`config.mk`:
```
export PLATFORM = sky130hd
export DESIGN_NAME = mbist_prog_ctrl
export DESIGN_NICKNAME = d
export VERILOG_FILES = /design/src/rtl/mbist_pkg.sv /design/src/rtl/mbist_cmd_store.sv /design/src/rtl/mbist_ctrl.sv /design/src/rtl/mbist_tpg.sv /design/src/rtl/mbist_prog_ctrl.sv
export SDC_FILE = /design/constraint.sdc
export NUM_CORES = 1
export LEC_CHECK = 0
export ABC_AREA = 1
export ABC_CLOCK_PERIOD_IN_PS = 3650
export BUFFER_PORTS_ARGS = -buffer_cell sky130_fd_sc_hd__buf_2
export CELL_PAD_IN_SITES_DETAIL_PLACEMENT = 1
export CELL_PAD_IN_SITES_GLOBAL_PLACEMENT = 1
export CORE_AREA = 2 2 110 112
export CTS_CLUSTER_DIAMETER = 80
export DETAILED_ROUTE_END_ITERATION = 12
export DIE_AREA = 0 0 112 114
export MAX_ROUTING_LAYER = met4
export PLACE_DENSITY_LB_ADDON = 0.1
export SLEW_MARGIN = 10
export SYNTH_ARGS = -nofsm -noshare
export SYNTH_HDL_FRONTEND = slang
export SYNTH_SLANG_ARGS = --single-unit
export TNS_END_PERCENT = 1
```
`constraint.sdc`:
```
create_clock -name clk -period 3.65 [get_ports clk]
set_input_delay 0.365 -clock clk [delete_from_list [all_inputs] [get_ports clk]]
set_output_delay 0.365 -clock clk [all_outputs]
set_load 0.02 [all_outputs]
```
`src/rtl/mbist_pkg.sv`:
```
package mbist_pkg;

  localparam int OPW     = 4;
  localparam int MAXSTEP = 4;

  typedef struct packed {
    logic wr;
    logic inv;
  } step_t;

  typedef struct packed {
    logic [2:0]                len;
    step_t [MAXSTEP-1:0]       s;
  } seq_t;

  typedef enum logic [1:0] {
    C_IDLE, C_SHIFT, C_GET, C_APPLY
  } ctrl_st_e;

  typedef enum logic [2:0] {
    T_IDLE, T_INIT, T_IFETCH, T_EXEC, T_DFETCH, T_CMP, T_GO, T_NOGO
  } tpg_st_e;

  localparam step_t S_R  = '{wr: 1'b0, inv: 1'b0};
  localparam step_t S_RI = '{wr: 1'b0, inv: 1'b1};
  localparam step_t S_W  = '{wr: 1'b1, inv: 1'b0};
  localparam step_t S_WI = '{wr: 1'b1, inv: 1'b1};

  // step 0 is applied first
  function automatic seq_t op_decode(input logic [OPW-1:0] op);
    seq_t d;
    d.len = 3'd0;
    d.s   = '0;
    case (op)
      4'd1:  begin d.len = 3'd1; d.s[0] = S_W; end
      4'd2:  begin d.len = 3'd1; d.s[0] = S_R; end
      4'd3:  begin d.len = 3'd2; d.s[0] = S_R;  d.s[1] = S_WI; end
      4'd4:  begin d.len = 3'd3; d.s[0] = S_R;  d.s[1] = S_WI; d.s[2] = S_RI; end
      4'd5:  begin d.len = 3'd4; d.s[0] = S_W;  d.s[1] = S_R;  d.s[2] = S_WI; d.s[3] = S_RI; end
      4'd6:  begin d.len = 3'd2; d.s[0] = S_RI; d.s[1] = S_W; end
      4'd7:  begin d.len = 3'd3; d.s[0] = S_RI; d.s[1] = S_W;  d.s[2] = S_R; end
      4'd8:  begin d.len = 3'd1; d.s[0] = S_WI; end
      4'd9:  begin d.len = 3'd1; d.s[0] = S_RI; end
      4'd10: begin d.len = 3'd2; d.s[0] = S_R;  d.s[1] = S_R; end
      4'd11: begin d.len = 3'd3; d.s[0] = S_R;  d.s[1] = S_W;  d.s[2] = S_R; end
      4'd12: begin d.len = 3'd2; d.s[0] = S_RI; d.s[1] = S_WI; end
      4'd13: begin d.len = 3'd4; d.s[0] = S_R;  d.s[1] = S_WI; d.s[2] = S_W;  d.s[3] = S_R; end
      4'd14: begin d.len = 3'd4; d.s[0] = S_RI; d.s[1] = S_W;  d.s[2] = S_WI; d.s[3] = S_RI; end
      4'd15: begin d.len = 3'd4; d.s[0] = S_RI; d.s[1] = S_W;  d.s[2] = S_R;  d.s[3] = S_WI; end
      default: begin d.len = 3'd0; end
    endcase
    return d;
  endfunction

endpackage

```
`src/rtl/mbist_cmd_store.sv`:
```
module mbist_cmd_store
  import mbist_pkg::*;
#(
  parameter int NCMD = 8,
  parameter int CW   = 9,
  parameter int PW   = $clog2(NCMD + 1)
) (
  input  logic          clk,
  input  logic          rst,
  input  logic          shift_en,
  input  logic          sdi,
  input  logic [PW-1:0] rd_idx,
  output logic [CW-1:0] rd_word
);

  localparam int TOT = NCMD * CW;
  localparam int IW  = (NCMD > 1) ? $clog2(NCMD) : 1;
  localparam logic [PW-1:0] NCMD_P = PW'(NCMD);

  logic [TOT-1:0] sr_q;
  logic [CW-1:0]  slot [NCMD];

  always_ff @(posedge clk) begin
    if (rst)           sr_q <= '0;
    else if (shift_en) sr_q <= {sr_q[TOT-2:0], sdi};
  end

  // first word shifted in ends up in the top slot
  for (genvar k = 0; k < NCMD; k++) begin : g_slot
    assign slot[k] = sr_q[(NCMD-1-k)*CW +: CW];
  end

  assign rd_word = (rd_idx < NCMD_P) ? slot[rd_idx[IW-1:0]] : '0;

endmodule

```
`src/rtl/mbist_ctrl.sv`:
```
module mbist_ctrl
  import mbist_pkg::*;
(
  input  logic clk,
  input  logic rst,
  input  logic cmd_shift,
  input  logic start,
  input  logic tpg_done,
  output logic load_en,
  output logic run_en
);

  ctrl_st_e st_q, st_d;

  always_comb begin
    st_d = st_q;
    case (st_q)
      C_IDLE:  if (cmd_shift)  st_d = C_SHIFT;
               else if (start) st_d = C_GET;
      C_SHIFT: if (!cmd_shift) st_d = C_GET;
      C_GET:   if (start)      st_d = C_APPLY;
      C_APPLY: if (tpg_done)   st_d = C_IDLE;
      default:                 st_d = C_IDLE;
    endcase
  end

  always_ff @(posedge clk) begin
    if (rst) st_q <= C_IDLE;
    else     st_q <= st_d;
  end

  assign load_en = cmd_shift && ((st_q == C_IDLE) || (st_q == C_SHIFT));
  assign run_en  = (st_q == C_APPLY);

endmodule

```
`src/rtl/mbist_tpg.sv`:
```
module mbist_tpg
  import mbist_pkg::*;
#(
  parameter int AW   = 4,
  parameter int DW   = 4,
  parameter int NCMD = 8,
  parameter int CW   = 1 + OPW + DW,
  parameter int PW   = $clog2(NCMD + 1)
) (
  input  logic          clk,
  input  logic          rst,
  input  logic          run_en,
  input  logic [CW-1:0] slot_word,
  output logic [PW-1:0] ptr,
  output logic [AW-1:0] ram_addr,
  output logic [DW-1:0] ram_wdata,
  output logic          ram_we,
  output logic          ram_re,
  input  logic [DW-1:0] ram_rdata,
  output logic          done,
  output logic          go
);

  localparam logic [PW-1:0] NCMD_P = PW'(NCMD);

  tpg_st_e        st_q;
  logic [PW-1:0]  ptr_q;
  logic           cdir_q;
  logic [OPW-1:0] cop_q;
  logic [DW-1:0]  cbg_q;
  logic [1:0]     step_q;
  logic [AW-1:0]  addr_q;

  logic           f_dir;
  logic [OPW-1:0] f_op;
  logic [DW-1:0]  f_bg;

  seq_t           dec;
  step_t          cur;
  logic           last_step, last_addr, exec;
  logic [DW-1:0]  pat;

  logic           v1_q, v2_q, err_q;
  logic [DW-1:0]  e1_q, e2_q;
  logic           we_q, re_q, done_q, go_q;
  logic [AW-1:0]  ra_q;
  logic [DW-1:0]  wd_q;

  assign f_dir = slot_word[CW-1];
  assign f_op  = slot_word[CW-2 -: OPW];
  assign f_bg  = slot_word[DW-1:0];

  assign dec       = op_decode(cop_q);
  assign cur       = dec.s[step_q];
  assign last_step = ({1'b0, step_q} == (dec.len - 3'd1));
  assign last_addr = cdir_q ? (addr_q == '0) : (addr_q == '1);
  assign exec      = (st_q == T_EXEC);
  assign pat       = cur.inv ? ~cbg_q : cbg_q;

  // sequencing FSM
  always_ff @(posedge clk) begin
    if (rst) begin
      st_q   <= T_IDLE;
      ptr_q  <= '0;
      cdir_q <= 1'b0;
      cop_q  <= '0;
      cbg_q  <= '0;
      step_q <= '0;
      addr_q <= '0;
      err_q  <= 1'b0;
      done_q <= 1'b0;
      go_q   <= 1'b0;
    end else begin
      case (st_q)
        T_IDLE: if (run_en) st_q <= T_INIT;
        T_INIT: begin
          ptr_q <= '0;
          err_q <= 1'b0;
          st_q  <= T_IFETCH;
        end
        T_IFETCH: begin
          if (f_op == '0) begin
            st_q <= T_CMP;
          end else begin
            cdir_q <= f_dir;
            cop_q  <= f_op;
            cbg_q  <= f_bg;
            addr_q <= f_dir ? '1 : '0;
            step_q <= '0;
            st_q   <= T_EXEC;
          end
        end
        T_EXEC: begin
          if (last_step) st_q <= T_DFETCH;
          else           step_q <= step_q + 2'd1;
        end
        T_DFETCH: begin
          if (last_addr) begin
            ptr_q <= ptr_q + 1'b1;
            st_q  <= T_IFETCH;
          end else begin
            addr_q <= cdir_q ? (addr_q - 1'b1) : (addr_q + 1'b1);
            step_q <= '0;
            st_q   <= T_EXEC;
          end
        end
        T_CMP: begin
          if (!v1_q && !v2_q) begin
            done_q <= 1'b1;
            go_q   <= !err_q;
            st_q   <= err_q ? T_NOGO : T_GO;
          end
        end
        default: ;
      endcase
      if (v2_q && (ram_rdata != e2_q)) err_q <= 1'b1;
    end
  end

  // registered RAM strobes and two-stage expected-data pipeline
  always_ff @(posedge clk) begin
    if (rst) begin
      we_q <= 1'b0;
      re_q <= 1'b0;
      ra_q <= '0;
      wd_q <= '0;
      v1_q <= 1'b0;
      v2_q <= 1'b0;
      e1_q <= '0;
      e2_q <= '0;
    end else begin
      we_q <= exec && cur.wr;
      re_q <= exec && !cur.wr;
      if (exec) begin
        ra_q <= addr_q;
        wd_q <= pat;
      end
      v1_q <= exec && !cur.wr;
      e1_q <= pat;
      v2_q <= v1_q;
      e2_q <= e1_q;
    end
  end

  assign ptr       = ptr_q;
  assign ram_addr  = ra_q;
  assign ram_wdata = wd_q;
  assign ram_we    = we_q;
  assign ram_re    = re_q;
  assign done      = done_q;
  assign go        = go_q;

  assert_done_hold_R8: assert property (@(posedge clk) disable iff (rst)
    done_q |=> done_q);
  assert_go_stable_R8: assert property (@(posedge clk) disable iff (rst)
    done_q |=> $stable(go_q));
  assert_quiet_after_done_R8: assert property (@(posedge clk) disable iff (rst)
    done_q |-> !(we_q || re_q));
  assert_go_needs_done_R6: assert property (@(posedge clk) disable iff (rst)
    go_q |-> done_q);
  assert_rw_exclusive_R4: assert property (@(posedge clk) disable iff (rst)
    !(we_q && re_q));
  assert_step_in_range_R4: assert property (@(posedge clk) disable iff (rst)
    exec |-> ({1'b0, step_q} < dec.len));
  assert_ptr_bound_R3: assert property (@(posedge clk) disable iff (rst)
    ptr_q <= NCMD_P);
  assert_addr_walk_R5: assert property (@(posedge clk) disable iff (rst)
    (exec && $past(st_q == T_DFETCH)) |->
      (cdir_q ? (addr_q == $past(addr_q) - 1'b1) : (addr_q == $past(addr_q) + 1'b1)));

endmodule

```
`src/rtl/mbist_prog_ctrl.sv`:
```
module mbist_prog_ctrl
  import mbist_pkg::*;
#(
  parameter int AW   = 4,
  parameter int DW   = 4,
  parameter int NCMD = 8
) (
  input  logic          clk,
  input  logic          rst,
  input  logic          cmd_sdi,
  input  logic          cmd_shift,
  input  logic          start,
  output logic          done,
  output logic          go,
  output logic [AW-1:0] ram_addr,
  output logic [DW-1:0] ram_wdata,
  output logic          ram_we,
  output logic          ram_re,
  input  logic [DW-1:0] ram_rdata
);

  localparam int CW = 1 + OPW + DW;
  localparam int PW = $clog2(NCMD + 1);

  logic          load_en, run_en;
  logic [PW-1:0] ptr;
  logic [CW-1:0] slot_word;
  logic          done_i;

  mbist_ctrl u_ctrl (
    .clk       (clk),
    .rst       (rst),
    .cmd_shift (cmd_shift),
    .start     (start),
    .tpg_done  (done_i),
    .load_en   (load_en),
    .run_en    (run_en)
  );

  mbist_cmd_store #(.NCMD(NCMD), .CW(CW), .PW(PW)) u_store (
    .clk      (clk),
    .rst      (rst),
    .shift_en (load_en),
    .sdi      (cmd_sdi),
    .rd_idx   (ptr),
    .rd_word  (slot_word)
  );

  mbist_tpg #(.AW(AW), .DW(DW), .NCMD(NCMD), .CW(CW), .PW(PW)) u_tpg (
    .clk       (clk),
    .rst       (rst),
    .run_en    (run_en),
    .slot_word (slot_word),
    .ptr       (ptr),
    .ram_addr  (ram_addr),
    .ram_wdata (ram_wdata),
    .ram_we    (ram_we),
    .ram_re    (ram_re),
    .ram_rdata (ram_rdata),
    .done      (done_i),
    .go        (go)
  );

  assign done = done_i;

endmodule

```
### Word-level counts from Yosys, hierarchy flattened

Index checks and enable logic that the tools add are counted.

| word-level totals | value |
|---|---|
| register bits after elaboration | 118 |
| bits of input ports | 9 |
| output and inout bits | 12 |
| logic and storage cells | 141 |

| operators by class | value |
|---|---|
| $add $sub $neg | 5 |
| order comparisons | 3 |
| equality and inequality tests | 37 |
| mux-type cells | 39 |
| bitwise gates (word level) | 3 |
| reduce and logical (&&, ||, !) cells | 35 |

Operators by type and width:

| cell | count |
|---|---|
| $eq 4x4->1 const B | 9 |
| $bmux 9 s3 | 1 |
| $mux 9 | 3 |
| $mux 4 | 6 |
| $mux 2 | 9 |
| $pmux 2 s3 | 3 |
| $pmux 3 s6 | 1 |
| $eq 4x3->1 const B | 4 |
| $pmux 4 s2 | 2 |
| $reduce_or 4->1 | 4 |
| $mux 3 | 4 |
| $ne 2x2->1 const B | 6 |
| $pmux 3 s4 | 1 |
| $reduce_and 4->1 | 3 |
| $add 4x1->4 const B | 2 |
| $eq 4x2->1 const B | 2 |
| $logic_not 4->1 | 2 |
| $ne 2x1->1 const B | 4 |
| $pmux 2 s2 | 2 |
| $pmux 2 s4 | 1 |
| $eq 3x2->1 const B | 2 |
| $eq 3x3->1 const B | 2 |
| $reduce_and 2->1 | 3 |
| $reduce_bool 2->1 | 3 |
| 30 further kinds | 43 |

### Logic depth before layout (Yosys ltp)

Gate-level depths: netlist of run 1.

| depth | value |
|---|---|
| depth after elaboration | 8 |
| gate-level depth with buffers | 19 |
| mapped depth without buffers | 18 |

### Modules after synthesis

A second synthesis of run 1 with hierarchy kept.

| second synthesis, totals | value |
|---|---|
| cell total of the unflattened synthesis | 855 |
| area, all modules | 6287.3 µm² |

Modules (own cells, without submodules):

| module | times used | cells an instance | area an instance (µm²) | sequential area each (µm²) |
|---|---|---|---|---|
| mbist_cmd_store | 1 | 481 | 3718.6 | 1441.4 |
| mbist_tpg | 1 | 331 | 2328.5 | 880.8 |
| mbist_ctrl | 1 | 43 | 240.2 | 40.0 |

### Least setup slack after synthesis of run 1

OpenSTA, ideal clock, no wires.

| timing path | value |
|---|---|
| path kind | register to register |
| start point | reg u_tpg.cop_q[1] |
| end point | reg u_tpg.st_q[1] |
| setup time | 0.070 ns |
| arrival | 1.880 ns |
| data required time | 3.580 ns |
| path slack | 1.700 ns |
| cell stages (with the launch flop) | 18 |
| buffers on the path | 1 |
| clock period less this slack | 1.950 ns |
| cells stage by stage | dfxtp_1 -> clkbuf_2 -> inv_1 -> nand2_2 -> nand2_1 -> nand2_1 -> nand2_1 -> nand2_1 -> nand2_1 -> ha_1 -> xnor2_1 -> nor2_1 -> nand3_1 -> nand2_1 -> nand3_1 -> nor2_1 -> nand2_1 -> a21oi_1 |

| on the way | value |
|---|---|
| word-level cells in the longest chain between the ends | 7 |
| elaborated cells between the ends (all ways) | 24 |
| those cells by class | add/sub: 1; eq/ne: 17; mux: 1; reduce/logical: 5 |

Ends and longest elaborated chain:

| what | RTL line | source |
|---|---|---|
| from (decl) | mbist_tpg.sv:29 | `logic [OPW-1:0] cop_q;` |
| from (signal assigned) | mbist_tpg.sv:86 | `cop_q <= f_op;` |
| $eq 4x3->1 (tied with other cells) | mbist_pkg.sv:34 | `case (op)` |
| $reduce_or 4->1 (no source line) or $reduce_or 3->1 (tied branches) | - |  |
| $pmux 3 s4 * | mbist_pkg.sv:34 |  |
| $sub 3x1->3 * | mbist_tpg.sv:55 | `assign last_step = ({1'b0, step_q} == (dec.len - 3'd1));` |
| $eq 2x3->1 * | mbist_tpg.sv:55 |  |
| $ne 2x1->1 (no source line) * | - |  |
| $reduce_and 4->1 (no source line) * | - |  |
| to (signal assigned) | mbist_tpg.sv:111 | `st_q <= err_q ? T_NOGO : T_GO;` |
| to (decl) | mbist_tpg.sv:26 | `tpg_st_e st_q;` |

Mark *: on every way between the ends. The rest lies on a longest branch, timed or not.
A chain may end at the register's enable or synchronous reset.

### Worst setup path in the final report of run 1

| timing path | value |
|---|---|
| start point | reg u_tpg.ptr_q[1], in the netlist u_tpg.ptr[1] |
| end point | reg u_tpg.addr_q[1] |

| on the way | value |
|---|---|
| word-level cells in the longest chain between the ends | 8 |
| elaborated cells between the ends (all ways) | 12 |
| those cells by class | order compare: 1; eq/ne: 1; mux: 7; bitwise: 1; reduce/logical: 2 |

Ends and longest elaborated chain:

| what | RTL line | source |
|---|---|---|
| from (decl) | mbist_tpg.sv:27 | `logic [PW-1:0] ptr_q;` |
| from (signal assigned) | mbist_tpg.sv:99 | `ptr_q <= ptr_q + 1'b1;` |
| $not 3->4 (not written as such) | mbist_cmd_store.sv:33 | `assign rd_word = (rd_idx < NCMD_P) ? slot[rd_idx[IW-1:0]] : '0;` |
| $bmux 9 s3 | mbist_cmd_store.sv:33 |  |
| $mux 9 (not written as such) (2 in series) | mbist_cmd_store.sv:33 |  |
| $mux 9 * | mbist_cmd_store.sv:33 |  |
| $logic_not 4->1 or $mux 4 (tied branches) | mbist_tpg.sv:82, mbist_tpg.sv:88 |  |
| $ne 2x2->1 (no source line) or $mux 4 (tied branches) | - |  |
| $reduce_and 3->1 (no source line) or $pmux 4 s2 (tied branches) | - |  |
| to (signal assigned) | mbist_tpg.sv:88 | `addr_q <= f_dir ? '1 : '0;` |
| to (signal assigned) | mbist_tpg.sv:102 | `addr_q <= cdir_q ? (addr_q - 1'b1) : (addr_q + 1'b1);` |
| to (decl) | mbist_tpg.sv:32 | `logic [AW-1:0] addr_q;` |

Mark *: on every way between the ends. The rest lies on a longest branch, timed or not. The select of a mux whose other input is x is not followed.

==> results of run 1 <==
[metal layers]
layer / vias up / GRT usage / routed length, um
met3: 36 / 0.0436 / 335
li1: 2570 / - / -
met1: 2479 / 0.298 / 6800
met2: 68 / 0.464 / 8080
met5: - / - / 0
met4: 0 / 0.118 / 435
[layout by cell type (no fill, tap or decap), types with 2 or more instances in the layout]
| cell | synthesis | routed |
|---|---|---|
| inv_2 | 3 | 4 |
| clkbuf_16 | 0 | 17 |
| clkbuf_8 | 0 | 6 |
| ha_1 | 10 | 10 |
| nand3b_1 | 3 | 3 |
| inv_1 | 75 | 75 |
| nand2_2 | 5 | 6 |
| nor2_4 | 2 | 2 |
| buf_2 | 9 | 20 |
| xor2_1 | 9 | 9 |
| nor2_1 | 135 | 135 |
| clkbuf_1 | 28 | 2 |
| o21ai_0 | 121 | 121 |
| nand3_1 | 39 | 39 |
| nor2_2 | 3 | 3 |
| a21oi_1 | 67 | 67 |
| buf_4 | 3 | 6 |
| nand2_1 | 99 | 98 |
| a31oi_1 | 3 | 3 |
| xnor2_1 | 2 | 2 |
| o22ai_1 | 4 | 4 |
| nand4_1 | 4 | 4 |
| clkinv_2 | 0 | 4 |
| nor3_1 | 10 | 9 |
| or2_2 | 2 | 2 |
| o211ai_1 | 3 | 3 |
| nor3_2 | 1 | 2 |
| o221ai_1 | 8 | 8 |
| a21o_1 | 4 | 4 |
| dfxtp_1 | 118 | 118 |
[power groups by stage]
stage               Sequential, mW  Clock, mW  Combinational (mW)
finish                        1.80       1.51                1.19
global route                  1.83       1.59                1.37
CTS                           1.80       1.54                1.20
detailed placement            1.81          0                1.17
global placement              1.80          0                1.11
floorplan                     1.73          0               0.935
[final cells by class]
| cell class | instances | area, sq um | area share |
|---|---|---|---|
| Clock buffer | 25 | 515 | 0.0829 |
| Clock inverter | 4 | 20.0 | 0.00322 |
| Inverter | 81 | 307 | 0.0493 |
| Multi-Input combinational cell | 541 | 2680 | 0.432 |
| Sequential cell | 118 | 2360 | 0.380 |
| Tap cell | 147 | 184 | 0.0296 |
| Timing Repair Buffer | 26 | 145 | 0.0233 |
[worst register-to-register path: stages, from the launching register on]
cell and delay (ps):
dfxtp_1 730, inv_2 290, nand3_1 170, nand3_1 140, nand3_2 170, nand2_2 90, nor2_4 170, nand2_4 90
nand3b_1 270, nand2_1 80, inv_1 70, nor2_1 50
[metrics by stage]
stage | util | instances | area, sq um | power, mW | setup WS (ps)
floorplan | - | 786 | 5580 | 2.67 | 1700
global placement | 0.485 | 913 | 5680 | 2.92 | 1380
detailed placement | 0.485 | 913 | 5680 | 2.98 | 1260
CTS | 0.531 | 942 | 6220 | 4.53 | 1250
global route | 0.531 | 942 | 6220 | 4.80 | 1000
finish | 0.531 | 942 | 6220 | 4.49 | 1220
[flip-flops by register name (all words and copies together) (netlist names)]
register and cells:
u_tpg.step_q 2, u_tpg.ptr 4, u_tpg.e1_q 4, u_tpg.go 1, u_tpg.ram_addr 4, u_tpg.v2_q 1
u_ctrl.st_q 2, u_tpg.cbg_q 4, u_tpg.e2_q 4, u_tpg.cop_q 4, u_store.slot 72, u_tpg.st_q 3
u_tpg.ram_wdata 4, u_tpg.done 1, u_tpg.addr_q 4, u_tpg.ram_we 1, u_tpg.cdir_q 1, u_tpg.v1_q 1
u_tpg.err_q 1
[logic make-up (layout without fill, tap and decap cells)]
logic type	Yosys count	after routing	synth area share
simple gates	305	305	0.231
compound gates	214	214	0.206
buf+inv	127	136	0.0969
flops	118	118	0.423
fa+ha+maj	11	11	0.0260
xor+xnor	11	11	0.0173
[how the worst max path moves through the flow]
| stage | from | endpoint | slack (ps) |
|---|---|---|---|
| 4_1_cts | u_tpg.ptr[0]$_SDFFE_PP0P_ | u_tpg.cbg_q[0]$_SDFFE_PP0P_ | 1250 |
| 6_report | u_tpg.ptr[1]$_SDFFE_PP0P_ | u_tpg.addr_q[1]$_SDFFE_PP0P_ | 1220 |
| 3_5_place_dp | u_tpg.ptr[0]$_SDFFE_PP0P_ | u_tpg.cbg_q[3]$_SDFFE_PP0P_ | 1260 |
| 3_3_place_gp | u_tpg.ptr[1]$_SDFFE_PP0P_ | u_tpg.st_q[1]$_SDFFE_PP0P_ | 1380 |
| 5_1_grt | u_tpg.ptr[0]$_SDFFE_PP0P_ | u_tpg.cbg_q[1]$_SDFFE_PP0P_ | 1000 |
| 2_1_floorplan | u_tpg.cop_q[1]$_SDFFE_PP0P_ | u_tpg.st_q[1]$_SDFFE_PP0P_ | 1700 |
==> summary.txt, run 1 <==
TIMING
----------------------------------------------------------------------------------------
Achievable frequency                                                           0.412 GHz
Unrepaired setup endpoints after global routing                                       no
Setup clock skew after layout                                                    6.61 ps
Final Hold Violating Endpoints                                                         0
Crit path time final                                                             2430 ps
Transition time at the pin with the least slew margin                             941 ps
Max Transition Viols Final                                                             0
Final TNS setup                                                                     0 ps
Endpoints failing setup                                                                0
Portion of the clock cycle consumed by the worst path in the final layout          0.665
Worst rel slew slack                                                               0.372
Min Hold Slack                                                                    174 ps

SYNTHESIS
----------------------------------------------------------------------------------------
Yosys warnings                                                                         0
Gate Count Post-Synth                                                                786
Portion of synthesized cell area occupied by the leading cell type                 0.423
Cell area after synthesis                                                     5580 sq um
Post-synthesis cell type with the largest combined area                          dfxtp_1
Top FF cell, synth                                                               dfxtp_1
Synth Register Bits                                                                  118
Syn nets                                                                             806
Top post-synthesis cells by count                                           nor2_1 (135), o21ai_0 (121), dfxtp_1 (118)
Number of flops mapped to enable cells by yosys                                        0
Most frequent cell after synthesis                                                nor2_1
Async set or reset register ratio after synthesis                                      0
Number of library cell types mapped by synthesis                                      38
Avg Cell Area, Syn                                                            7.10 sq um
Leading cell types by total area after synthesis                            dfxtp_1 (42%), o21ai_0 (11%), nor2_1 (9.1%)
Sequential share of the synthesized area                                           0.423

PWR
----------------------------------------------------------------------------------------
Logic pwr share                                                                    0.264
Seq pwr share                                                                      0.400
Net Sw Frac                                                                        0.354
Worst-case vdd ir drop                                                        0.000395 V
Leakage power                                                                    2.72 nW
Power share of the clock group                                                     0.336
Power density over cell area                                                 723 nW/um^2
Switch Pwr                                                                       1.59 mW
Cell-internal power                                                              2.90 mW

SETUP PATH
----------------------------------------------------------------------------------------
Data arrival, critical path                                                      2740 ps
Stage delay of the slowest cell on the critical path                              730 ps
Critical Path, Cell by Cell                                                 inv_2 > nand3_1 > nand3_1 > nand3_2 > nand2_2 > nor2_4 > nand2_4 > nand3b_1 > nand2_1 > inv_1 > nor2_1
Endpoint of the lowest-slack register-to-register path                      u_tpg.addr_q[1]$_SDFFE_PP0P_
Count of buffering cells on the critical path with inverters included                  2
Count of cell instances traversed by the critical path                                11
Depth of the most critical reg-to-reg path                                            11
Crit-path leading delay family                                              simple AND/OR/NAND/NOR gates
Type of element launching the critical path                                    flip-flop
Slowest stage cell, crit path                                                    dfxtp_1
Reg2reg start                                                               u_tpg.ptr[1]$_SDFFE_PP0P_
Most numerous cell on the critical path                                          nand3_1
WP data required                                                                 3960 ps
Worst-path maximum fanout                                                             16
R2R setup slack                                                                  1220 ps
CP Class                                                                    flip-flop to flip-flop
CP endpoint kind                                                               flip-flop

PLACE
----------------------------------------------------------------------------------------
Count of input and output buffers                                                     20
Placed wire-length estimate                                                     10300 um
Final RePlAce weighted congestion                                                  0.917

FLOORPLANNING
----------------------------------------------------------------------------------------
Number of cell rows                                                                   40
Floorplan core area                                                          11700 sq um
Die outline height                                                                114 um
Initial core utilization                                                           0.476
Die footprint                                                                12800 sq um
Die W                                                                             112 um
Num ports                                                                             21

CTS
----------------------------------------------------------------------------------------
Clock tree from TritonCTS                                                            yes
Clock Latency Late Sink                                                           420 ps
Post-CTS repair timing setup buffer count                                              0
Clock Pin Slew Worst Setup and Hold Paths                                          50 ps
Post-CTS Resized                                                                       0
Total number of H-tree levels                                                          4
Clk sinks                                                                            118
CTS Hold Buffers Added                                                                 0
Number of clock buffers inserted by TritonCTS                                         17
Master cell of the clock root buffer                                           clkbuf_16
Maximum buffer depth of the clock tree                                                 2

WORST HOLD PATH
----------------------------------------------------------------------------------------
Worst hold path stage count                                                            3
Worst min-delay path class                                                  input pin to flip-flop
Worst Hold Launch                                                                cmd_sdi
Endpoint, Worst Hold                                                        u_store.slot[0]$_SDFFE_PP0P_

FINISH
----------------------------------------------------------------------------------------
Synth-to-layout area growth                                                        11.4%
Number of antenna diodes                                                               0
Net count, final                                                                     805
Layout cells sized above 1                                                        0.0969
Filler Cells Inserted                                                               1538

ROUTE
----------------------------------------------------------------------------------------
Routed length per placed instance                                                16.6 um
DR pass1 iterations                                                                    4
Per-cell via count in the routed design                                             5.47
Sum of routed wire length over all layers                                       15700 um
Final antenna-violating net count                                                      0
Count of unresolved DRC violations after routing                                       0
Via total after detailed routing                                                    5153
Iteration-0 DRC count of the detailed router                                         305

GRT
----------------------------------------------------------------------------------------
Largest net degree at the start of global routing                                     90
Wire length of the first global-routing pass                                    26100 um
Initial antenna violation count                                                        0
Via count of the first global-routing pass                                          5396
Global route overflow                                                                  0
Overall track demand over capacity in global routing                               0.264

RUN
----------------------------------------------------------------------------------------
Count of max-cap constraint violations                                                 0

RUN STATUS
----------------------------------------------------------------------------------------
Run status                                                                  finished clean

Power figures use the tool's default switching activity.
==> run 2, diff against run 1 <==
--- a/config.mk
+++ b/config.mk
@@ -5,15 +5,15 @@
 export SDC_FILE = /design/constraint.sdc
 export NUM_CORES = 1
 export LEC_CHECK = 0
-export ABC_AREA = 1
-export ABC_CLOCK_PERIOD_IN_PS = 3650
+export ABC_AREA = 0
+export ABC_CLOCK_PERIOD_IN_PS = 2110
 export BUFFER_PORTS_ARGS = -buffer_cell sky130_fd_sc_hd__buf_2
 export CELL_PAD_IN_SITES_DETAIL_PLACEMENT = 1
 export CELL_PAD_IN_SITES_GLOBAL_PLACEMENT = 1
-export CORE_AREA = 2 2 110 112
+export CORE_AREA = 2 2 119 121
 export CTS_CLUSTER_DIAMETER = 80
 export DETAILED_ROUTE_END_ITERATION = 12
-export DIE_AREA = 0 0 112 114
+export DIE_AREA = 0 0 121 123
 export MAX_ROUTING_LAYER = met4
 export PLACE_DENSITY_LB_ADDON = 0.1
 export SLEW_MARGIN = 10
==> constraint.sdc (replaced) <==
create_clock -name clk -period 2.11 [get_ports clk]
set_input_delay 0.211 -clock clk [delete_from_list [all_inputs] [get_ports clk]]
set_output_delay 0.211 -clock clk [all_outputs]
set_load 0.02 [all_outputs]
==> run 2 against run 1 <==
Die area grew 17%. Synthesized area grew 0.90%. First-iteration DRC count down 17%. Clock skew increased by 9.0 ps. Largest cell class unchanged. The flow now finishes with violations (setup timing). Non-clock buffer count rose by 43. Critical path depth down 1. Synthesized cell count decreased by 14%. Sequential share of layout area decreased by 3.8 points. Design area grew 12%. Routed wire length rose by 4.3%. Final cell count shrank 2.9%. Clock power grew 97%.
==> summary.txt, run 2 <==
RUN STATUS
----------------------------------------------------------------------------------------
Run status                                                                  finished with violations
Violated checks                                                             setup timing

SYNTHESIS
----------------------------------------------------------------------------------------
Yosys warnings                                                                         0   unchanged
Gate Count Post-Synth                                                                679   -14%
Avg Cell Area, Syn                                                            8.29 sq um   +17%
Top FF cell, synth                                                               dfxtp_1
Number of flops mapped to enable cells by yosys                                        0   unchanged
Most frequent cell after synthesis                                               nand2_1
Synth Register Bits                                                                  118   unchanged
Number of library cell types mapped by synthesis                                      56   +47%
Syn nets                                                                             699   -13%
Top post-synthesis cells by count                                           nand2_1 (182), dfxtp_1 (118), a21oi_1 (100)
Sequential share of the synthesized area                                           0.420   -0.00376
Post-synthesis cell type with the largest combined area                          dfxtp_1
Portion of synthesized cell area occupied by the leading cell type                 0.420   -0.00376
Cell area after synthesis                                                     5630 sq um   +0.90%
Leading cell types by total area after synthesis                            dfxtp_1 (42%), nand2_1 (12%), a21oi_1 (8.9%)
Async set or reset register ratio after synthesis                                      0   unchanged

SETUP PATH
----------------------------------------------------------------------------------------
Worst-path maximum fanout                                                              4   -12
Critical Path, Cell by Cell                                                 nor2_4 > xnor2_4 > o211ai_1 > ha_1 > xor2_1 > o21ai_1 > or4_4 > a31oi_4 > o21ai_2 > o32ai_2
Slowest stage cell, crit path                                                      or4_4
WP data required                                                                 2430 ps   -1530 ps
Type of element launching the critical path                                    flip-flop
Stage delay of the slowest cell on the critical path                              460 ps   -270 ps
CP Class                                                                    flip-flop to flip-flop
CP endpoint kind                                                               flip-flop
Data arrival, critical path                                                      2820 ps   +80 ps

TIMING
----------------------------------------------------------------------------------------
Transition time at the pin with the least slew margin                             650 ps   -291 ps
Final Hold Violating Endpoints                                                         0   unchanged
Crit path time final                                                             2510 ps   +78.7 ps
Achievable frequency                                                           0.399 GHz   -3.1%
Portion of the clock cycle consumed by the worst path in the final layout           1.19   +0.523
Endpoints failing setup                                                                5   +5
Unrepaired setup endpoints after global routing                                      yes
Setup clock skew after layout                                                    15.6 ps   +8.97 ps
Max Transition Viols Final                                                             0   unchanged
Worst rel slew slack                                                               0.566   +0.195
Post-layout worst setup margin                                                   -396 ps   -1620 ps
Min Hold Slack                                                                   24.5 ps   -149 ps

FLOORPLANNING
----------------------------------------------------------------------------------------
Num ports                                                                             21   unchanged
Initial core utilization                                                           0.414   -0.0628
Die W                                                                             121 um   +8.0%
Die outline height                                                                123 um   +7.9%
Die footprint                                                                14900 sq um   +17%
Number of cell rows                                                                   43   +7.5%
Floorplan core area                                                          13600 sq um   +16%

FINISH
----------------------------------------------------------------------------------------
Leading cell type in the layout, fill and taps excluded                          nand2_1
Number of antenna diodes                                                               0   unchanged
Final cell count without fillers                                                     915   -2.9%
Filler Cells Inserted                                                               1610   +4.7%
Synth-to-layout area growth                                                        23.2%
Net count, final                                                                     742   -7.8%
Layout cells sized above 1                                                         0.199   +0.102
Highest-count cells in the layout ignoring fill and taps                    nand2_1 (182), dfxtp_1 (115), a21oi_1 (99)
Max reg flops                                                                         72   unchanged

GRT
----------------------------------------------------------------------------------------
Wire length of the first global-routing pass                                    27200 um   +4.4%
Via count of the first global-routing pass                                          5323   -1.4%
Overall track demand over capacity in global routing                               0.241   -0.0230
Largest net degree at the start of global routing                                     73   -19%
Initial antenna violation count                                                        0   unchanged
Global route overflow                                                                  0   unchanged

PWR
----------------------------------------------------------------------------------------
Total power after layout                                                         5.94 mW   +32%
Power density over cell area                                                 857 nW/um^2   +19%
Leakage power                                                                    2.49 nW   -8.5%
Worst-case vdd ir drop                                                        0.000517 V   +31%

WORST HOLD PATH
----------------------------------------------------------------------------------------
Worst min-delay path class                                                  input pin to flip-flop

CTS
----------------------------------------------------------------------------------------
Master cell of the clock root buffer                                           clkbuf_16
Total number of H-tree levels                                                          4   unchanged
Clock tree from TritonCTS                                                            yes
Clock Latency Late Sink                                                           430 ps   about the same
Number of clock buffers inserted by TritonCTS                                         17   unchanged
Clock Pin Slew Worst Setup and Hold Paths                                          60 ps   about the same
Maximum buffer depth of the clock tree                                                 2   unchanged
Clk sinks                                                                            118   unchanged
CTS Hold Buffers Added                                                                 0   unchanged

RUN
----------------------------------------------------------------------------------------
Count of max-cap constraint violations                                                 0   unchanged

PLACE
----------------------------------------------------------------------------------------
Instance count after placement with tap cells included                               877   -3.9%
Final RePlAce weighted congestion                                                  0.841   -8.3%
Count of input and output buffers                                                     20   unchanged
Placed wire-length estimate                                                     10800 um   +4.8%

ROUTE
----------------------------------------------------------------------------------------
Sum of routed wire length over all layers                                       16300 um   +4.3%
Iteration-0 DRC count of the detailed router                                         253   -17%
Per-cell via count in the routed design                                             5.42   -0.93%
Routed length per placed instance                                                17.8 um   +7.4%
Count of unresolved DRC violations after routing                                       0   unchanged
DR pass1 iterations                                                                    4   unchanged
Via total after detailed routing                                                    4959   -3.8%
Final antenna-violating net count                                                      0   unchanged

-- run 2: cell count changes in the layout (fill, tap and decap cells not counted), sizes merged, moves of 43 or more --
cell	change
nor2	-104
inv	-64
buf	+43
nand2	+78
o21ai	-103
-- run 2: cells by family (layout without fill, tap and decap cells) --
kind of cell | Yosys count | count (layout) | synth area share
XOR/XNOR | 16 | 16 | 0.0249
buffers and inverters | 61 | 117 | 0.0449
adder cells (fa/ha/maj) | 11 | 11 | 0.0258
multiplexers | 30 | 30 | 0.103
flip-flops | 118 | 118 | 0.420
AND/OR/NAND/NOR | 286 | 286 | 0.223
AO/OA/AOI/OAI | 157 | 157 | 0.158
-- run 2: layer usage --
metal	vias to the layer above	track usage	wire, um
li1	2425	-	-
met1	2451	0.262	6900
met2	61	0.433	8730
met3	22	0.0494	410
met4	0	0.0959	282
met5	-	-	0
-- run 2: final timing paths --
kind	start	end	slack, ps	depth (start not counted)
setup / recovery	u_tpg.cop_q[3]$_SDFFE_PP0P_	u_tpg.st_q[2]$_SDFFE_PP0P_	-400	10
hold reg to reg	u_tpg.e1_q[1]$_SDFF_PP0_	u_tpg.e2_q[1]$_SDFF_PP0_	430	1
hold / removal	cmd_sdi	u_store.slot[0]$_SDFFE_PP0P_	20	3
setup reg to reg	u_tpg.cop_q[3]$_SDFFE_PP0P_	u_tpg.st_q[2]$_SDFFE_PP0P_	-400	10
-- run 2: worst max-delay path, delay by kind of cell, from the launching register on --
family,cells,cell delay (ps)
compound gates,5,830
simple gates,2,640
flops,1,370
fa+ha+maj,1,320
xor+xnor,2,240
-- run 2: final cells by class --
cell class	count	area [sq um]	area share
multi-input cells	500	3150	0.454
flip-flops and latches	118	2370	0.342
repair buffers	69	512	0.0738
clock buffers	24	492	0.0709
well taps	180	225	0.0325
clock inverters	8	120	0.0173
inverters	16	62.6	0.00902
-- run 2: what timing repair did --
item,4_1_cts,5_1_grt
pin swaps,9,4
buffers inserted,5,1
setup endpoints to repair,5,11
gates resized for setup,23,3
-- run 2: per-stage QoR --
step                      instance area, sq um   util  setup slack [ps]  TNS, ps
after detailed placement                  6150  0.452              -415    -1740
after global routing                      6930  0.509              -472    -1910
after global placement                    6150  0.452              -264     -919
after CTS                                 6910  0.507              -327    -1080
after floorplan                           5650      -              -144     -403
final                                     6930  0.509              -396    -1430
-- run 2: where the power goes --
group / switching [mW] / leakage [nW] / internal, mW
combinational: 0.502 / 1.24 / 0.172
sequential: 0.0305 / 0.953 / 2.25
clock: 1.01 / 0.296 / 1.97
==> run 3, diff against run 2 <==
--- a/config.mk
+++ b/config.mk
@@ -6,14 +6,14 @@
 export NUM_CORES = 1
 export LEC_CHECK = 0
 export ABC_AREA = 0
-export ABC_CLOCK_PERIOD_IN_PS = 2110
+export ABC_CLOCK_PERIOD_IN_PS = 3000
 export BUFFER_PORTS_ARGS = -buffer_cell sky130_fd_sc_hd__buf_2
 export CELL_PAD_IN_SITES_DETAIL_PLACEMENT = 1
 export CELL_PAD_IN_SITES_GLOBAL_PLACEMENT = 1
-export CORE_AREA = 2 2 119 121
+export CORE_AREA = 2 2 109 111
 export CTS_CLUSTER_DIAMETER = 80
 export DETAILED_ROUTE_END_ITERATION = 12
-export DIE_AREA = 0 0 121 123
+export DIE_AREA = 0 0 111 113
 export MAX_ROUTING_LAYER = met4
 export PLACE_DENSITY_LB_ADDON = 0.1
 export SLEW_MARGIN = 10
==> constraint.sdc (replaced) <==
create_clock -name clk -period 3 [get_ports clk]
set_input_delay 0.3 -clock clk [delete_from_list [all_inputs] [get_ports clk]]
set_output_delay 0.3 -clock clk [all_outputs]
set_load 0.02 [all_outputs]
==> run 3 against run 2 <==
The flow now finishes without violations. Flip-flop and latch count did not move. Final cell count fell by 8.7%. Critical endpoint unchanged. Non-clock buffer count fell by 40. First-iteration DRC count rose by 26%. Via count fell by 3.2%. Global-route usage rose by 1.8 points. Largest cell class unchanged. Largest power group unchanged. Combinational power fell by 33%.
==> summary.txt, run 3 (synthesis results as in run 2) <==
FINISH
----------------------------------------------------------------------------------------
Number of antenna diodes                                                               0   unchanged
Layout cells sized above 1                                                         0.124   -0.0744
Max reg flops                                                                         72   unchanged
Core Util, Final                                                                   0.568   +0.0585
Leading cell type in the layout, fill and taps excluded                          nand2_1
Area of all placed cells without fillers                                      6400 sq um   -7.7%
Highest-count cells in the layout ignoring fill and taps                    nand2_1 (182), dfxtp_1 (115), a21oi_1 (100)
Net count, final                                                                     702   -5.4%
Total area of multi-input combinational cells                                 3030 sq um   -3.7%
Area of all sequential standard cells                                         2370 sq um   -0.32%
Synth-to-layout area growth                                                        13.7%
Filler Cells Inserted                                                               1359   -16%

CTS
----------------------------------------------------------------------------------------
Clock tree from TritonCTS                                                            yes
Maximum buffer depth of the clock tree                                                 2   unchanged
CTS Hold Buffers Added                                                                 0   unchanged
Clock Pin Slew Worst Setup and Hold Paths                                          50 ps   about the same
Total number of H-tree levels                                                          4   unchanged
Clock Latency Late Sink                                                           420 ps   about the same
Number of clock buffers inserted by TritonCTS                                         17   unchanged
Master cell of the clock root buffer                                           clkbuf_16
Clk sinks                                                                            118   unchanged

ROUTE
----------------------------------------------------------------------------------------
Routed length per placed instance                                                18.2 um   +1.9%
Met3 WL                                                                           394 um   -3.9%
DR pass1 iterations                                                                    4   unchanged
Per-cell via count in the routed design                                             5.75   +6.1%
Iteration-0 DRC count of the detailed router                                         318   +26%
Final antenna-violating net count                                                      0   unchanged
Sum of routed wire length over all layers                                       15200 um   -7.0%
Metal1 wirelength                                                                6690 um   -3.0%
Via total after detailed routing                                                    4800   -3.2%
Count of unresolved DRC violations after routing                                       0   unchanged
Routed met2 length                                                               7710 um   -12%
Uppermost signal routing layer after detailed routing                               met4

GRT
----------------------------------------------------------------------------------------
Wire length of the first global-routing pass                                    24900 um   -8.6%
Global route overflow                                                                  0   unchanged
Initial antenna violation count                                                        0   unchanged
Via count of the first global-routing pass                                          5030   -5.5%
Overall track demand over capacity in global routing                               0.259   +0.0179
Largest net degree at the start of global routing                                     74   +1.4%

SETUP PATH
----------------------------------------------------------------------------------------
Type of element launching the critical path                                    flip-flop
Stage delay of the slowest cell on the critical path                              580 ps   +120 ps
Count of cell instances traversed by the critical path                                10   unchanged
Slowest stage cell, crit path                                                    dfxtp_1
Data arrival, critical path                                                      3090 ps   +270 ps
Startpoint of the worst setup timing path                                   u_tpg.cop_q[0]$_SDFFE_PP0P_
CP Class                                                                    flip-flop to flip-flop
Depth of the most critical reg-to-reg path                                            10   unchanged
R2R setup slack                                                                   220 ps   +620 ps
Crit-path leading delay family                                              compound AO/OA/AOI/OAI gates
WP data required                                                                 3310 ps   +880 ps
Worst-path maximum fanout                                                             13   +9
CP endpoint kind                                                               flip-flop
Endpoint of the lowest-slack register-to-register path                      u_tpg.st_q[2]$_SDFFE_PP0P_
Reg2reg start                                                               u_tpg.cop_q[0]$_SDFFE_PP0P_
Critical Path, Cell by Cell                                                 inv_1 > a21oi_1 > o21ai_0 > ha_1 > xor2_1 > o21ai_0 > or4_1 > a31oi_1 > o21ai_0 > o32ai_1
Count of buffering cells on the critical path with inverters included                  1   +1
Capture point of the critical path                                          u_tpg.st_q[2]$_SDFFE_PP0P_
Most numerous cell on the critical path                                          o21ai_0

FLOORPLANNING
----------------------------------------------------------------------------------------
Num ports                                                                             21   unchanged
Die footprint                                                                12500 sq um   -16%
Initial core utilization                                                           0.499   +0.0858
Number of cell rows                                                                   39   -9.3%
Die outline height                                                                113 um   -8.1%
Floorplan core area                                                          11300 sq um   -17%
Die W                                                                             111 um   -8.3%

RUN STATUS
----------------------------------------------------------------------------------------
Run status                                                                  finished clean

PWR
----------------------------------------------------------------------------------------
Worst-case vdd ir drop                                                        0.000417 V   -19%
Leakage power                                                                    2.24 nW   -10%
Total power after layout                                                         4.03 mW   -32%
Power density over cell area                                                 629 nW/um^2   -27%

PLACE
----------------------------------------------------------------------------------------
Worst setup slack after placement                                                 266 ps   +681 ps
Final RePlAce weighted congestion                                                  0.889   +5.7%
Placed wire-length estimate                                                     10000 um   -6.7%
Count of input and output buffers                                                     20   unchanged
Placed Area                                                                   5830 sq um   -5.2%

TIMING
----------------------------------------------------------------------------------------
Transition time at the pin with the least slew margin                             729 ps   +79.1 ps
Worst rel slew slack                                                               0.514   -0.0527
Final TNS setup                                                                     0 ps   +1430 ps
Setup clock skew after layout                                                    7.51 ps   -8.07 ps
Post-layout worst setup margin                                                    225 ps   +620 ps
Achievable frequency                                                           0.360 GHz   -9.7%
Unrepaired setup endpoints after global routing                                       no
Max Transition Viols Final                                                             0   unchanged
Final Hold Violating Endpoints                                                         0   unchanged
Endpoints failing setup                                                                0   -5
Portion of the clock cycle consumed by the worst path in the final layout          0.925   -0.262
Crit path time final                                                             2780 ps   +270 ps

WORST HOLD PATH
----------------------------------------------------------------------------------------
Worst min-delay path class                                                  input pin to flip-flop

RUN
----------------------------------------------------------------------------------------
Count of max-cap constraint violations                                                 0   unchanged

[run 3: cell type report]
class | count | area share
flip-flops and latches | 118 | 0.370
clock buffers | 25 | 0.0774
multi-input cells | 500 | 0.474
repair buffers | 29 | 0.0305
clock inverters | 4 | 0.0109
inverters | 16 | 0.00977
well taps | 143 | 0.0280
[run 3: report_power, final]
part           total [mW]  internal [mW]  switching [mW]
logic               0.451          0.106           0.345
registers            1.61           1.59          0.0219
clock network        1.97           1.29           0.676
total                4.03           2.99            1.04
[run 3: routing by layer]
metal,GRT usage,vias up
li1,-,2344
met1,0.287,2362
met2,0.451,64
met3,0.0627,30
met4,0.108,0
met5,-,-
[run 3: per-stage QoR]
step | hold WS, ps | instances
2_1_floorplan | 414 | 679
3_3_place_gp | 420 | 806
3_5_place_dp | 433 | 806
4_1_cts | 111 | 835
5_1_grt | 127 | 835
6_report | 121 | 835
[run 3: worst reg2reg max path, cell delays in order (launching register included)]
cell and delay (ps):
dfxtp_1 580, inv_1 160, a21oi_1 150, o21ai_0 130, ha_1 340, xor2_1 190
o21ai_0 150, or4_1 450, a31oi_1 250, o21ai_0 140, o32ai_1 140
[run 3: worst min-delay path by stage]
stage | startpoint | to | cells past startpoint
2_1_floorplan | u_tpg.e1_q[0]$_SDFF_PP0_ | u_tpg.e2_q[0]$_SDFF_PP0_ | 1
3_3_place_gp | u_tpg.e1_q[1]$_SDFF_PP0_ | u_tpg.e2_q[1]$_SDFF_PP0_ | 1
3_5_place_dp | u_tpg.e1_q[3]$_SDFF_PP0_ | u_tpg.e2_q[3]$_SDFF_PP0_ | 1
4_1_cts | cmd_sdi | u_store.slot[0]$_SDFFE_PP0P_ | 3
5_1_grt | cmd_sdi | u_store.slot[0]$_SDFFE_PP0P_ | 3
6_report | cmd_sdi | u_store.slot[0]$_SDFFE_PP0P_ | 3
[run 3: repair_timing]
item / 4_1_cts / 5_1_grt
endpoints found under the hold margin: 0 / 0
buffers inserted: 0 / 0
resized for setup: 0 / 3
endpoints found under the setup margin: 0 / 3
